===== src/rtl/mdu_gate_pkg.sv =====
package mdu_gate_pkg;

  // kind of the most recently accepted operation
  typedef enum logic [1:0] {
    HIST_NONE  = 2'b00,
    HIST_MUL   = 2'b01,
    HIST_DIV   = 2'b10,
    HIST_OTHER = 2'b11
  } hist_kind_t;

  // request operation encodings
  localparam logic [1:0] OPC_MUL = 2'b01;
  localparam logic [1:0] OPC_DIV = 2'b10;

  // divide size classes
  localparam int N_DIV_CLASSES = 4;

  function automatic hist_kind_t classify_op(input logic [1:0] op);
    case (op)
      OPC_MUL: classify_op = HIST_MUL;
      OPC_DIV: classify_op = HIST_DIV;
      default: classify_op = HIST_OTHER;
    endcase
  endfunction

endpackage


===== src/rtl/mdu_gate_history.sv =====
module mdu_gate_history
  import mdu_gate_pkg::*;
#(
  parameter int CW = 32
) (
  input  logic          clk,
  input  logic          rst_n,
  input  logic          accept,
  input  hist_kind_t    kind_in,
  input  logic [1:0]    size_in,
  input  logic [CW-1:0] cycle_in,
  output hist_kind_t    hist_kind,
  output logic [1:0]    hist_size,
  output logic [CW-1:0] hist_cycle
);

  always_ff @(posedge clk) begin
    if (!rst_n) begin
      hist_kind  <= HIST_NONE;
      hist_size  <= 2'b00;
      hist_cycle <= '0;
    end else if (accept) begin
      hist_kind  <= kind_in;
      hist_cycle <= cycle_in;
      if (kind_in == HIST_DIV) begin
        hist_size <= size_in;
      end
    end
  end

endmodule


===== src/rtl/mdu_gate_spacing.sv =====
module mdu_gate_spacing
  import mdu_gate_pkg::*;
#(
  parameter int RW          = 8,
  parameter int MUL_RATE    = 4,
  parameter int DIV8_RATE   = 2,
  parameter int DIV16_RATE  = 5,
  parameter int DIV24_RATE  = 7,
  parameter int DIV32_RATE  = 11
) (
  input  hist_kind_t    hist_kind,
  input  logic [1:0]    hist_size,
  output logic [RW-1:0] spacing
);

  localparam logic [RW-1:0] MUL_GAP = RW'(MUL_RATE);
  localparam int DIV_RATES [N_DIV_CLASSES] =
    '{DIV8_RATE, DIV16_RATE, DIV24_RATE, DIV32_RATE};

  logic [RW-1:0] div_gap [N_DIV_CLASSES];

  genvar gi;
  generate
    for (gi = 0; gi < N_DIV_CLASSES; gi++) begin : g_div_gap
      assign div_gap[gi] = RW'(DIV_RATES[gi]);
    end
  endgenerate

  function automatic logic [RW-1:0] pick_gap(
    input hist_kind_t    kind,
    input logic [1:0]    size,
    input logic [RW-1:0] mul_g,
    input logic [RW-1:0] d0,
    input logic [RW-1:0] d1,
    input logic [RW-1:0] d2,
    input logic [RW-1:0] d3
  );
    logic [RW-1:0] dsel;
    case (size)
      2'b00:   dsel = d0;
      2'b01:   dsel = d1;
      2'b10:   dsel = d2;
      default: dsel = d3;
    endcase
    case (kind)
      HIST_MUL: pick_gap = mul_g;
      HIST_DIV: pick_gap = dsel;
      default:  pick_gap = '0;
    endcase
  endfunction

  assign spacing = pick_gap(hist_kind, hist_size, MUL_GAP,
                            div_gap[0], div_gap[1], div_gap[2], div_gap[3]);

endmodule


===== src/rtl/mdu_gate_ready.sv =====
module mdu_gate_ready #(
  parameter int CW = 32,
  parameter int RW = 8
) (
  input  logic [CW-1:0] hist_cycle,
  input  logic [RW-1:0] spacing,
  input  logic [CW-1:0] cycle_now,
  output logic [CW:0]   window_end,
  output logic          ready
);

  // sum carried one bit wider than the cycle count
  function automatic logic [CW:0] wide_sum(input logic [CW-1:0] base,
                                           input logic [RW-1:0] gap);
    wide_sum = {1'b0, base} + (CW+1)'(gap);
  endfunction

  function automatic logic still_waiting(input logic [CW:0]   wend,
                                         input logic [CW-1:0] now);
    still_waiting = wend > {1'b0, now};
  endfunction

  assign window_end = wide_sum(hist_cycle, spacing);
  assign ready      = !still_waiting(window_end, cycle_now);

endmodule


===== src/rtl/mdu_issue_gate.sv =====
module mdu_issue_gate
  import mdu_gate_pkg::*;
#(
  parameter int CW         = 32,
  parameter int RW         = 8,
  parameter int MUL_RATE   = 4,
  parameter int DIV8_RATE  = 2,
  parameter int DIV16_RATE = 5,
  parameter int DIV24_RATE = 7,
  parameter int DIV32_RATE = 11
) (
  input  logic          clk,
  input  logic          rst_n,
  input  logic          req_valid,
  input  logic [1:0]    req_op,
  input  logic [1:0]    req_div_size,
  input  logic          req_resident,
  input  logic          slot_avail,
  input  logic [CW-1:0] cycle_now,
  output logic          grant,
  output logic          deny
);

  hist_kind_t    hist_kind;
  logic [1:0]    hist_size;
  logic [CW-1:0] hist_cycle;
  logic [RW-1:0] spacing;
  logic [CW:0]   window_end;
  logic          ready;
  logic          fresh_req;
  logic          accept_evt;
  logic          regrant_evt;
  hist_kind_t    req_kind;

  assign req_kind    = classify_op(req_op);
  assign fresh_req   = req_valid && !req_resident;
  assign regrant_evt = req_valid && req_resident;
  assign accept_evt  = fresh_req && slot_avail && ready;
  assign grant       = regrant_evt || accept_evt;
  assign deny        = req_valid && !grant;

  mdu_gate_history #(.CW(CW)) u_hist (
    .clk       (clk),
    .rst_n     (rst_n),
    .accept    (accept_evt),
    .kind_in   (req_kind),
    .size_in   (req_div_size),
    .cycle_in  (cycle_now),
    .hist_kind (hist_kind),
    .hist_size (hist_size),
    .hist_cycle(hist_cycle)
  );

  mdu_gate_spacing #(
    .RW(RW), .MUL_RATE(MUL_RATE), .DIV8_RATE(DIV8_RATE),
    .DIV16_RATE(DIV16_RATE), .DIV24_RATE(DIV24_RATE), .DIV32_RATE(DIV32_RATE)
  ) u_space (
    .hist_kind(hist_kind),
    .hist_size(hist_size),
    .spacing  (spacing)
  );

  mdu_gate_ready #(.CW(CW), .RW(RW)) u_ready (
    .hist_cycle(hist_cycle),
    .spacing   (spacing),
    .cycle_now (cycle_now),
    .window_end(window_end),
    .ready     (ready)
  );

endmodule


===== config.mk =====
export PLATFORM = sky130hd
export DESIGN_NAME = mdu_issue_gate
export DESIGN_NICKNAME = d
export VERILOG_FILES = /design/src/rtl/mdu_gate_pkg.sv /design/src/rtl/mdu_gate_history.sv /design/src/rtl/mdu_gate_spacing.sv /design/src/rtl/mdu_gate_ready.sv /design/src/rtl/mdu_issue_gate.sv
export SDC_FILE = /design/constraint.sdc
export NUM_CORES = 1
export LEC_CHECK = 0
export BUFFER_PORTS_ARGS = -buffer_cell sky130_fd_sc_hd__buf_4
export CORE_MARGIN = 2
export CORE_UTILIZATION = 55
export DETAILED_ROUTE_END_ITERATION = 10
export PLACE_DENSITY = 0.84
export SLEW_MARGIN = 20
export SYNTH_ARGS = -nofsm -noshare
export SYNTH_HDL_FRONTEND = slang
export SYNTH_SLANG_ARGS = --single-unit

===== constraint.sdc =====
create_clock -name clk -period 11.2 [get_ports clk]
set_clock_uncertainty 0.05 [all_clocks]
set_input_delay 1.12 -clock clk [delete_from_list [all_inputs] [get_ports clk]]
set_output_delay 1.12 -clock clk [all_outputs]
set_load 0.05 [all_outputs]

==> flow_metrics.tcl <==
set metrics [dict create \
    hold_buffers 0 \
    clkLatencyLatePin_ns 0.29 \
    crit_buf_inv 2 \
    critPathTopFamily "simple AND/OR/NAND/NOR gates" \
    dieHeight_um 79.07 \
    p_sw_uw 81.77 \
    cts_max_level 2 \
    pwr-share-seq 0.466 \
    async_reset_ff_frac 0 \
    slew_headroom 0.5747 \
    clockPowerShare 0.344 \
    cp_cell_sequence "inv_1, ha_1, nand2b_1, nor2_1, ha_1, a21o_1, a21o_1, a21oi_1, nor3_1, nand3_1, xnor2_1, ha_1, nand3_1, nor4_1, and3_1, a31oi_2, or3_1, and2_1, buf_4" \
    first_global_vias 2640 \
    drive_gt1_frac 0.1486 \
    num_io_pins 43 \
    slew_violations 0 \
    totalPowerFinal_uw 296.2 \
    end_kind "output port" \
    peakVddDrop_v 0.00005446 \
    coreArea_um2 5473 \
    final_common_cell "nand2_1" \
    syn_nets 468 \
    start_util 0.5663 \
    synthesis.area_um2 3099 \
    synth_top_flop_cell "dfxtp_1" \
    cts_buffers 5 \
    grt_overflow 0 \
    intPower_uw 214.4 \
    p_leak_uw 0.001643 \
    gp_congestion 0.8714 \
    via_per_inst 5.383 \
    cp_slowest_cell "or3_1" \
    hold_path.class "flop to flop" \
    ys_ff_latch 36 \
    ant_nets 0 \
    grt_pass1_wl_um 11150 \
    clk_pin_slew_ns 0.07 \
    antenna_found_initial 0 \
    sw_frac_of_total 0.2761 \
    syn_area_per_cell_um2 8.050 \
    grt_max_degree 70 \
    worst_pin_slew_ns 0.6380 \
    yosysSeqAreaShare 0.2325 \
    powerDensity_nw_per_um2 83.56 \
    fin_crit_sh 0.5224 \
    ys_types 43 \
    cpMostUsedCell "ha_1" \
    diodes 0 \
    ctsResizeCount 0 \
    cts_tree "built" \
    yosys_warnings 0 \
    num-fill-cells 479 \
    worst_ep_arrival_time_ns 4.68 \
    rsz0062_at_grt "no" \
    area_growth_pct 14.37 \
    num_rows 27 \
    grt.total_usage 0.2197 \
    portBuffers 42 \
    final_net_count 507 \
    cp_slowest_stage_delay_ns 0.47 \
    fin_crit_ns 5.851 \
    required_ns 10.03 \
    drc 0 \
    drt_iter0_drc 79 \
    fmax_ghz 0.1709 \
    postCtsSetupBuffers 0 \
    dr.pass1.iters 4 \
    hpwl_um 4999 \
    worstPathMaxFanout 5 \
    cap_violations 0 \
    synth_edf_count 0 \
    wire_per_inst_um 13.14 \
    status "complete, no violations" \
    crit_path_start_kind "flop" \
    die-area_um2 6251 \
    die_x_um 79.07 \
    syn_inst 385 \
    layout_common_cells "86 x nand2_1, 43 x buf_4, 41 x ha_1, 40 x inv_1, 36 x dfxtp_1" \
    cts.sink_count 36 \
    wl_um 6515 \
    max-clock-path-buffers 2 \
    setup_viol 0 \
    hold_viol 0 \
    vias 2670 \
    fin_tns_setup_ns 0 \
    power_frac_comb 0.190 \
    criticalPathCategory "flop to output port" \
    ctsRootBufferMaster "clkbuf_8" \
]
[power by group through the flow]
stage | sequential, µW | combinational [µW] | clock [µW]
after global routing | 139 | 63.4 | 109
after detailed placement | 141 | 56.0 | 0
final | 138 | 56.3 | 102
after global placement | 141 | 53.9 | 0
after CTS | 138 | 56.6 | 104
after floorplan | 139 | 36.8 | 0
[metal layers]
layer	wire length, µm	global-route usage	up-vias	share of wire
li1	-	-	1380	-
met4	105	0.08793	0	0.016
met1	3039	0.2697	1221	0.47
met5	0	0	-	0
met3	233	0.03864	11	0.036
met2	3136	0.3797	58	0.48
[worst min-delay path, stage by stage (launching register included)]
cell and delay (ns):
dfxtp_1 0.32, nand2_1 0.05, mux2i_1 0.06
[path summary, 6_finish.rpt]
| path | start | endpoint | slack, ns | cells past startpoint |
|---|---|---|---|---|
| worst max-delay path | u_hist.hist_kind[0]$_SDFFE_PN0P_ | deny | 5.35 | 19 |
| worst min-delay path | u_hist.hist_cycle[0]$_SDFFE_PN0P_ | u_hist.hist_cycle[0]$_SDFFE_PN0P_ | 0.43 | 2 |
| worst max register to register | u_hist.hist_kind[0]$_SDFFE_PN0P_ | u_hist.hist_cycle[5]$_SDFFE_PN0P_ | 6.23 | 19 |
| worst min register to register | u_hist.hist_cycle[0]$_SDFFE_PN0P_ | u_hist.hist_cycle[0]$_SDFFE_PN0P_ | 0.43 | 2 |
[cell type report]
| type | count | area (µm²) | area share |
|---|---|---|---|
| inverters | 40 | 150.1 | 0.04236 |
| well taps | 72 | 90.09 | 0.02541 |
| clock buffers | 7 | 96.34 | 0.02718 |
| multi-input cells | 298 | 2165 | 0.6107 |
| repair buffers | 43 | 322.8 | 0.09107 |
| flip-flops and latches | 36 | 720.7 | 0.2033 |
[stage by stage]
step / setup WS [ns] / instances / hold WS (ns) / util / cell area, µm²
floorplan: 6.099 / 385 / 0.3891 / - / 3099
global placement: 5.876 / 489 / 0.4102 / 0.6301 / 3448
detailed placement: 5.690 / 489 / 0.4100 / 0.6301 / 3448
finish: 5.349 / 496 / 0.4253 / 0.6477 / 3545
global route: 5.002 / 496 / 0.4444 / 0.6477 / 3545
CTS: 5.369 / 496 / 0.4282 / 0.6477 / 3545
[flip-flops by register name (all words and copies together), names as in the netlist]
| signal | cells |
|---|---|
| u_hist.hist_cycle | 32 |
| u_hist.hist_kind | 2 |
| u_hist.hist_size | 2 |
[synthesized netlist by cell type, types with 6 or more instances]
cell	number	share of area
a21oi_1	14	0.023
clkbuf_1	8	0.0097
dfxtp_1	36	0.23
ha_1	41	0.17
inv_1	40	0.048
mux2i_1	34	0.11
nand2_1	86	0.10
nand3_1	9	0.015
nand4_1	13	0.026
nor2_1	15	0.018
nor3_1	6	0.0097
xnor2_1	18	0.051
xor2_1	12	0.034
[logic make-up after synthesis]
group / synth area share
xor gates and xnor gates: 0.08478
AOI/OAI and AO/OA: 0.08640
adders and majority gates: 0.1720
muxes: 0.1098
buffers and inverters: 0.06903
DFF: 0.2325
and+or+nand+nor: 0.2455
Power figures use the tool's default switching activity.
